==> config.mk <==
export PLATFORM = sky130hd
export DESIGN_NAME = mdio_host
export DESIGN_NICKNAME = d
export VERILOG_FILES = /design/src/rtl/mdio_host.sv
export SDC_FILE = /design/constraint.sdc
export NUM_CORES = 1
export LEC_CHECK = 0
export CORE_UTILIZATION = 45
export DETAILED_ROUTE_END_ITERATION = 16
export GPL_TIMING_DRIVEN = 0
export PLACE_DENSITY = 0.77
export SETUP_SLACK_MARGIN = 0.5
export SYNTH_ARGS = -nofsm -noshare
export SYNTH_HDL_FRONTEND = slang
export SYNTH_SLANG_ARGS = --single-unit
==> constraint.sdc <==
create_clock -name clk -period 7.4 [get_ports clk]
set_input_delay 1.85 -clock clk [delete_from_list [all_inputs] [get_ports clk]]
set_output_delay 1.85 -clock clk [all_outputs]
set_load 0.01 [all_outputs]
==> src/rtl/mdio_host.sv <==
module mdio_host (
  input  logic        clk,
  input  logic        rst_n,
  input  logic        reg_wr,
  input  logic [1:0]  reg_addr,
  input  logic [31:0] reg_wdata,
  output logic [31:0] ctrl_rd,
  output logic [31:0] access_rd,
  output logic [31:0] alive_rd,
  output logic        mdc,
  output logic        mdio_out,
  output logic        mdio_oe,
  input  logic        mdio_in
);
  logic        en, presup, busy, wr_op, ack;
  logic [7:0]  div, cnt;
  logic [4:0]  phy, rga;
  logic [15:0] dat, rx;
  logic [6:0]  seq;
  logic [30:0] alive;

  wire [7:0]  d     = (div == 8'd0) ? 8'd1 : div;
  wire [8:0]  dp1   = {1'b0, d} + 9'd1;
  wire [7:0]  h     = dp1[8:1];
  wire [31:0] fw    = {2'b01, wr_op ? 2'b01 : 2'b10, phy, rga, 2'b10, dat};
  wire        fbit  = fw[5'd31 - seq[4:0]];
  wire        start = reg_wr && reg_addr == 2'd1 && reg_wdata[31] && en && !busy;
  wire        unused_bits = ^{reg_wdata[29:26], reg_wdata[19:8]};

  assign ctrl_rd   = {~busy, en, 9'd0, presup, 12'd0, div};
  assign access_rd = {busy, wr_op, 4'd0, rga, phy, dat};
  assign alive_rd  = {1'b0, alive};

  always_ff @(posedge clk) begin
    if (!rst_n) begin
      en <= 1'b0; presup <= 1'b0; div <= 8'd0;
      busy <= 1'b0; wr_op <= 1'b0; phy <= 5'd0; rga <= 5'd0; dat <= 16'd0;
      rx <= 16'd0; ack <= 1'b0; cnt <= 8'd0; seq <= 7'd0;
      mdc <= 1'b0; mdio_out <= 1'b1; mdio_oe <= 1'b0; alive <= 31'd0;
    end else begin
      if (reg_wr && reg_addr == 2'd0) begin
        en     <= reg_wdata[30];
        presup <= reg_wdata[20];
        div    <= reg_wdata[7:0];
      end
      if (!en) begin
        busy <= 1'b0; mdc <= 1'b0; mdio_oe <= 1'b0;
      end else if (start) begin
        busy  <= 1'b1;
        wr_op <= reg_wdata[30];
        rga   <= reg_wdata[25:21];
        phy   <= reg_wdata[20:16];
        dat   <= reg_wdata[15:0];
        cnt   <= 8'd0;
        seq   <= presup ? 7'd32 : 7'd0;
      end else if (busy) begin
        cnt <= (cnt >= d) ? 8'd0 : cnt + 8'd1;
        if (cnt == 8'd0) begin
          mdc <= 1'b0;
          if (seq == 7'd64) begin
            busy <= 1'b0; mdio_oe <= 1'b0;
            if (!wr_op) begin
              dat <= rx;
              if (phy != 5'd31) alive[phy] <= ack;
            end
          end else if (!seq[5]) begin
            mdio_out <= 1'b1; mdio_oe <= 1'b1;
          end else begin
            mdio_out <= fbit;
            mdio_oe  <= wr_op || seq[4:0] < 5'd14;
          end
        end
        if (cnt == h) begin
          mdc <= 1'b1;
          seq <= seq + 7'd1;
          if (seq == 7'd47) ack <= !mdio_in;
          if (seq >= 7'd48) rx <= {rx[14:0], mdio_in};
        end
      end
    end
  end

  assert_idle_released_R9: assert property (@(posedge clk) disable iff (!rst_n)
    !busy |-> (!mdio_oe && !mdc));
  assert_data_moves_low_R9: assert property (@(posedge clk) disable iff (!rst_n)
    (busy && $past(busy) && !$stable(mdio_out)) |-> !mdc);
  assert_go_starts_R2: assert property (@(posedge clk) disable iff (!rst_n)
    $rose(busy) |-> $past(reg_wr && reg_addr == 2'd1 && reg_wdata[31]));
  assert_busy_write_ignored_R7: assert property (@(posedge clk) disable iff (!rst_n)
    (busy && reg_wr && reg_addr == 2'd1) |=> $stable(access_rd[30:16]));
  assert_disable_stops_R8: assert property (@(posedge clk) disable iff (!rst_n)
    !en |=> !busy);
endmodule

==> results of run 1 <==
-- metrics by stage --
step	instance area, sq um	instances	utilization [%]	power [mW]
finish	7170	953	59.7	1.14
global route	7170	953	59.7	1.17
CTS	7170	953	59.7	1.14
detailed placement	6870	937	57.2	0.657
global placement	6870	937	57.2	0.656
floorplan	5620	684	-	0.623
-- worst max-delay path, cell delays in order --
cell	delay, ns
sky130_fd_sc_hd__clkdlybuf4s50_1	0.46
sky130_fd_sc_hd__nor3b_1	1.11
sky130_fd_sc_hd__clkbuf_1	0.44
sky130_fd_sc_hd__nor2_1	0.10
sky130_fd_sc_hd__a21oi_1	0.14
sky130_fd_sc_hd__nor2_1	0.05
-- sequential cells by signal, summed over array words and instances (netlist names), 5 cells and up --
register,count
rga,5
alive,31
seq,7
phy,5
div,8
rx,16
dat,16
cnt,8
-- final timing paths --
kind | start | endpoint | slack (ns) | cells after the start
min | alive[5] | alive[5] | 0.45 | 2
min reg2reg | alive[5] | alive[5] | 0.45 | 2
max reg2reg | div[2] | cnt[5] | 4.31 | 10
max | reg_wr | div[1] | 3.45 | 6
-- where the power goes --
group          total [mW]  internal [mW]  switching (mW)
Combinational      0.0812         0.0406          0.0405
Sequential          0.564          0.561         0.00307
Clock               0.490          0.267           0.224
-- synth_stat cells (4+ instances only) --
| cell type | number |
|---|---|
| sky130_fd_sc_hd__nand2_1 | 119 |
| sky130_fd_sc_hd__dfxtp_1 | 104 |
| sky130_fd_sc_hd__nor2_1 | 73 |
| sky130_fd_sc_hd__a21oi_1 | 51 |
| sky130_fd_sc_hd__mux2i_1 | 36 |
| sky130_fd_sc_hd__buf_4 | 32 |
| sky130_fd_sc_hd__clkbuf_1 | 30 |
| sky130_fd_sc_hd__nand3_1 | 25 |
| sky130_fd_sc_hd__o21ai_0 | 20 |
| sky130_fd_sc_hd__a311oi_1 | 17 |
| sky130_fd_sc_hd__inv_1 | 14 |
| sky130_fd_sc_hd__ha_1 | 12 |
| sky130_fd_sc_hd__nand2b_1 | 10 |
| sky130_fd_sc_hd__xnor2_1 | 8 |
| sky130_fd_sc_hd__buf_1 | 7 |
| sky130_fd_sc_hd__a31oi_1 | 6 |
| sky130_fd_sc_hd__mux4_2 | 6 |
| sky130_fd_sc_hd__nand4_1 | 6 |
| sky130_fd_sc_hd__and3_1 | 5 |
| sky130_fd_sc_hd__nor2b_1 | 5 |
| sky130_fd_sc_hd__and2_1 | 4 |
| sky130_fd_sc_hd__nand3b_1 | 4 |
| sky130_fd_sc_hd__nor3_2 | 4 |
-- final cells by class --
cell class	instances	area share, %
buffer	73	5.95
inverter	14	0.733
clock buffer	9	3.14
tap	147	2.56
multi-input combinational	493	42.7
sequential	104	29.0
timing repair buffer	106	14.8
clock inverter	7	1.12
-- cell families after synthesis --
kind of cell | Yosys count | share of synthesized area (%)
flops | 104 | 37.7
fa+ha+maj | 12 | 2.72
buf+inv | 87 | 8.67
other cells | 1 | 0.0678
simple gates | 280 | 25.4
mux | 43 | 9.17
compound gates | 121 | 14.6
xor+xnor | 11 | 1.74
-- per-layer routing --
| layer | part of all wire [%] | vias up |
|---|---|---|
| met5 | 0 | - |
| met4 | 3.0 | 0 |
| met3 | 7.7 | 37 |
| met2 | 47 | 251 |
| met1 | 42 | 2408 |
| li1 | - | 2519 |
==> PnR_summary.wiki, run 1 <==
{| class="wikitable"
! Metric !! Value
|-
| Result of the run || finished clean
|-
| Slew @ Worst Pin || 1.42 ns
|-
| TNS Setup || 0 ns
|-
| Clock tree from TritonCTS || built
|-
| Initial DRT Pass Iterations || 5
|-
| Final HPWL DP || around 11 mm
|-
| Category of the worst setup path capture point || register
|-
| Maximum fanout encountered on the critical timing path || 10
|-
| FILL cells || slightly above 1000
|-
| Max-capacitance violation count || 0
|-
| Primary flip-flop cell chosen by synthesis mapping || sky130_fd_sc_hd__dfxtp_1
|-
| Worst Skew || between 0.007 and 0.008 ns
|-
| Number of buffers added by the clock tree synthesis step || 9
|-
| Tightest hold margin || ~0.45 ns
|-
| Count of unique library cells instantiated by Yosys || between 60 and 70
|-
| Routed WL per cell || about 16 microns
|-
| Min-Delay Path Class || register to register
|-
| Most frequent standard cell in the layout excluding fill and tap cells || sky130_fd_sc_hd__nand2_1
|-
| Met1 track demand over resource || between 30% and 40%
|-
| Storage element area || 2080 sq um
|-
| Final number of max-transition violations || 0
|-
| Die extent in y || around 110 microns
|-
| DR vias/cell || 5.47
|-
| Smallest setup slack after layout || approximately 3.4 ns
|-
| Sequential area share after synthesis || 37.7%
|-
| Number of placed I/O pins || ~140
|-
| Number of inserted diodes || 0
|-
| Maximum VDD drop || around 120 uV
|-
| Cells after Synth || 659
|-
| Max_slew headroom || 5.41%
|-
| Number of warning messages in the yosys log || 0
|-
| Mean post-synth cell area || 8.39 sq um
|-
| Power density over cell area || roughly 160 nW/um^2
|-
| Routability cong. || approximately 0.87
|-
| H-tree levels || 3
|-
| Global-route layer with the greatest usage || met2
|-
| Leakage power of the design || between 2 and 3 nW
|-
| Number of design rule violations left after detail routing || 0
|-
| Vias in the first global route || 5014
|-
| Largest cells by area after synthesis || sky130_fd_sc_hd__dfxtp_1 (38%), sky130_fd_sc_hd__nand2_1 (8.1%), sky130_fd_sc_hd__mux2i_1 (6.5%)
|-
| Number of cells upsized or downsized after cts || 0
|-
| Async set-reset flop share out of synthesis || 0%
|-
| Cell Area, Synth || roughly 5500 sq um
|-
| Initial DRC Count || ~400
|-
| Unrepaired setup endpoints after global routing || false
|-
| Multi-input gate area in the final layout || roughly 3100 sq um
|-
| Number of setup buffers added after CTS || 0
|-
| Final count of hold timing violations || 0
|-
| Die width || 113 microns
|-
| Total number of placement rows || 40
|-
| Grt met2 use || 39.6%
|-
| Routed WL || roughly 15 mm
|-
| Worst setup path category || primary input to register
|-
| Most frequent cells in the layout || sky130_fd_sc_hd__nand2_1 (119), sky130_fd_sc_hd__clkdlybuf4s50_1 (106), sky130_fd_sc_hd__dfxtp_1 (104), sky130_fd_sc_hd__nor2_1 (73), sky130_fd_sc_hd__a21oi_1 (51)
|-
| Global Route met3 Usage || roughly 4.6%
|-
| Startpoint type of the worst setup path || primary input
|-
| Yosys top cell area share || a little under two fifths
|-
| #FFs+latches synth || approximately 100
|-
| Clk_lat worst skew || 0.35 ns
|-
| Achievable frequency || approximately 0.25 GHz
|-
| Initial Utilization || 46.0%
|-
| Core region area || ~12000 sq um
|-
| Root Buffer Master || sky130_fd_sc_hd__clkbuf_16
|-
| Final antenna-violating net count || 0
|-
| Data arrival time of the critical path || 4.16 ns
|-
| Layout cells sized above 1 || between 10% and 20%
|-
| Wire length of the first global-routing pass || 24.7 mm
|-
| Shortest clock period the worst path allows after layout || 3.95 ns
|-
| Layout net count || ~850
|-
| Placement-stage worst setup slack || about 3.2 ns
|-
| Total number of vias || 5215
|-
| Total die area || between 10000 and 15000 sq um
|-
| Hold buffer count at cts || 0
|-
| Remaining global-route overflow || 0
|-
| Maximum number of buffers from clock root to sink || 2
|-
| Final setup violation count || 0
|-
| Clk sink count || roughly 100
|-
| Required time of the worst setup path || approximately 7.6 ns
|-
| Area added between synthesis and finish || 29.7%
|-
| Tot GR Track Use || 24.5%
|-
| Number of flops mapped to enable cells by yosys || 0
|-
| Cell taking the most area after synthesis || sky130_fd_sc_hd__dfxtp_1
|-
| Post-route clock period utilization || between 50% and 60%
|-
| Maximum number of pins on one net before global-route repair || 19
|-
| CTS clk-pin slew, worst paths || roughly 0.07 ns
|-
| I/O Buffers || between 100 and 150
|-
| Initial antenna violation count || 0
|}
Power figures use the tool's default switching activity.
==> run 2: changes to the inputs <==
- clock period: 7.4 -> 3.82 ns (I/O delays scaled with it)
==> results of run 2 <==
Same layout as run 1 (identical final DEF). Status: finished clean.
Among the figures that moved: setup slack after placement 3.15 ns -> 0.467 ns; setup slack after layout 3.45 ns -> 0.734 ns; start point of the critical path reg_wr -> div[2]; end point of the critical path div[1] -> cnt[5]; register-to-register setup slack 4.31 ns -> 0.73 ns; total power 1.14 mW -> 2.20 mW; worst IR drop on VDD 123 uV -> 239 uV
==> run 3: changes to the inputs <==
- PLACE_DENSITY: 0.77 -> 0.8
- clock period: 3.82 -> 2.65 ns (I/O delays scaled with it)
==> PnR_summary.wiki, run 3 (synthesis results as in run 1) <==
{| class="wikitable"
! Metric !! Value
|-
| Max-capacitance violation count || 0 (unchanged)
|-
| Vias in the first global route || 4972 (-0.84%)
|-
| Total length of routed met3 wires || 1.24 mm (+6.2%)
|-
| Shortest clock period the worst path allows after layout || 2.58 ns
|-
| Cell-internal power || about 2.4 mW
|-
| Achievable frequency || between 0.3 and 0.4 GHz
|-
| Smallest setup slack after layout || 0.0709 ns
|-
| Worst setup path category || register to register
|-
| Number of inserted diodes || 0 (unchanged)
|-
| Multi-input gate area in the final layout || 3430 sq um (+12%)
|-
| Leakage power of the design || 3.02 nW (+19%)
|-
| Initial antenna violation count || 0 (unchanged)
|-
| Wire length of the first global-routing pass || 24.8 mm (+0.62%)
|-
| Initial DRT Pass Iterations || 5 (unchanged)
|-
| Register containing the most flip-flops in the final layout || alive
|-
| Flip-flop count of the largest register, all copies and words added || 31 (unchanged)
|-
| Worst Skew || 0.00795 ns (+0.000643 ns)
|-
| Result of the run || finished clean
|-
| Initial DRC Count || 450 (+10%)
|-
| Number of buffers added by the clock tree synthesis step || 9 (unchanged)
|-
| Most frequent cells in the layout || sky130_fd_sc_hd__nand2_1 (106), sky130_fd_sc_hd__clkdlybuf4s50_1 (106), sky130_fd_sc_hd__dfxtp_1 (91), sky130_fd_sc_hd__buf_4 (66), sky130_fd_sc_hd__nor2_1 (65)
|-
| Uppermost layer routed || met4
|-
| Layout cells sized above 1 || 25.8% (+15 points)
|-
| Maximum number of pins on one net before global-route repair || 16 (-3)
|-
| Clock share of power || 39.9% (-3.3 points)
|-
| H-tree levels || 3 (unchanged)
|-
| Tot GR Track Use || 24.5% (-0.029 points)
|-
| Sequential group share of total power || 51.0% (+1.3 points)
|-
| Final setup violation count || 0 (unchanged)
|-
| Min-Delay Path Depth || 2 (unchanged)
|-
| Core region area || 12000 sq um (unchanged)
|-
| Net Sw Power || between 0.7 and 0.8 mW
|-
| Area added between synthesis and finish || 46.8%
|-
| Routed WL per cell || 17.6 microns (+9.8%)
|-
| Final number of max-transition violations || 0 (unchanged)
|-
| Maximum number of buffers from clock root to sink || 2 (unchanged)
|-
| Initial Utilization || 46.0% (unchanged)
|-
| Total die area || 12700 sq um (unchanged)
|-
| Category of the worst setup path capture point || register
|-
| Placement-stage worst setup slack || -0.381 ns
|-
| Met2 WL post-DR || 8.43 mm (+17%)
|-
| Routability cong. || 0.875 (+0.92%)
|-
| Maximum fanout encountered on the critical timing path || 6
|-
| Switching share of power || about a quarter
|-
| I/O Buffers || 106 (unchanged)
|-
| R2r worst-path depth || 11 (+1)
|-
| Post-route cell area || 8120 sq um (+13%)
|-
| Routed metal-1 wirelength || 7.20 mm (+12%)
|-
| Die extent in y || 113 microns (unchanged)
|-
| Number of design rule violations left after detail routing || 0 (unchanged)
|-
| Maximum VDD drop || roughly 320 uV
|-
| Remaining global-route overflow || 0 (unchanged)
|-
| Unrepaired setup endpoints after global routing || true
|-
| Root Buffer Master || sky130_fd_sc_hd__clkbuf_16
|-
| Final count of hold timing violations || 0 (unchanged)
|-
| Data arrival time of the critical path || roughly 2.9 ns
|-
| List of cells traversed by the critical path || nor4_4 > a41o_1 > ha_1 > nand2b_4 > a21o_1 > a21oi_2 > o21ai_4 > a2111oi_4 > buf_4 > a41oi_2 > a31oi_1
|-
| Die width || 113 microns (unchanged)
|-
| Regs by FF count || alive (31), dat (16), rx (16)
|-
| Layout net count || 901 (+5.9%)
|-
| Max_slew headroom || 48.1% (+43 points)
|-
| Total number of placement rows || 40 (unchanged)
|-
| Post-route clock period utilization || 97.3%
|-
| Min-Delay Path Class || register to register
|-
| Required time of the worst setup path || ~2.9 ns
|-
| Clk_lat worst skew || 0.35 ns (about the same)
|-
| Routed WL || 17.6 mm (+15%)
|-
| Logic pwr share || 9.2% (+2.1 points)
|-
| FILL cells || 840 (-19%)
|-
| Startpoint type of the worst setup path || register
|-
| Total number of vias || 5682 (+9.0%)
|-
| TNS Setup || 0 ns (unchanged)
|-
| Clock tree from TritonCTS || built
|-
| Power density over cell area || roughly 380 nW/um^2
|-
| Placed cell area || 6920 sq um (+0.73%)
|-
| DR vias/cell || 5.68 (+3.7%)
|-
| Clk sink count || 104 (unchanged)
|-
| Storage element area || 2110 sq um (+1.1%)
|-
| Hold buffer count at cts || 0 (unchanged)
|-
| Slowest stage cell on the critical path || sky130_fd_sc_hd__dfxtp_4
|-
| Number of placed I/O pins || 137 (unchanged)
|-
| Final antenna-violating net count || 0 (unchanged)
|-
| Final HPWL DP || 11.0 mm (-3.7%)
|-
| CTS clk-pin slew, worst paths || 0.07 ns (about the same)
|-
| Slew @ Worst Pin || 0.779 ns (-0.637 ns)
|-
| Largest stage delay, worst path || 0.36 ns
|}
run 3: layout make-up:
| cell class | count | share of cell area (%) |
|---|---|---|
| Timing Repair Buffer | 156 | 19.1 |
| Clock inverter | 4 | 0.277 |
| Sequential cell | 104 | 25.9 |
| Clock buffer | 10 | 2.94 |
| Inverter | 14 | 0.801 |
| Buffer | 73 | 6.41 |
| Multi-Input combinational cell | 493 | 42.2 |
| Tap cell | 147 | 2.27 |
run 3: routing by layer:
| layer | vias up | track usage [%] |
|---|---|---|
| met2 | 293 | 40.7 |
| met4 | 0 | 9.33 |
| met5 | - | 0 |
| li1 | 2623 | - |
| met1 | 2695 | 32.0 |
| met3 | 71 | 3.75 |
run 3: power groups by stage:
| stage | registers (mW) | logic [mW] | clock network, mW |
|---|---|---|---|
| after detailed placement | 1.61 | 0.229 | 0 |
| after CTS | 1.57 | 0.246 | 1.23 |
| after global routing | 1.57 | 0.302 | 1.30 |
| after global placement | 1.61 | 0.226 | 0 |
| after floorplan | 1.61 | 0.131 | 0 |
| final | 1.58 | 0.284 | 1.23 |
run 3: worst paths after layout:
check / start / slack (ns) / to
setup / recovery: div[2] / 0.07 / cnt[5]
hold / removal: alive[12] / 0.46 / alive[12]
setup reg to reg: div[2] / 0.07 / cnt[5]
hold reg to reg: alive[12] / 0.46 / alive[12]
run 3: worst max-delay path, delay by kind of cell (launching register included):
kind                       cells  cell delay [ns]
AOI/OAI and AO/OA              7             1.30
adders and majority gates      1             0.23
buffers and inverters          1             0.19
DFF                            1             0.36
and+or+nand+nor                2             0.42
run 3: stage by stage:
step | util [%] | total power [mW] | hold WS (ns) | std cells
2_1_floorplan | - | 1.75 | 0.435 | 684
3_3_place_gp | 57.6 | 1.84 | 0.444 | 937
3_5_place_dp | 57.6 | 1.84 | 0.451 | 937
4_1_cts | 61.9 | 3.05 | 0.459 | 968
5_1_grt | 67.6 | 3.17 | 0.482 | 1001
6_report | 67.6 | 3.09 | 0.465 | 1001
run 3: timing repair:
action | in CTS | in global routing
pin swaps | 14 | 45
setup buffers | 17 | 30
gates cloned | 0 | 3
resized for setup | 42 | 112
endpoints found under the setup margin | 101 | 92
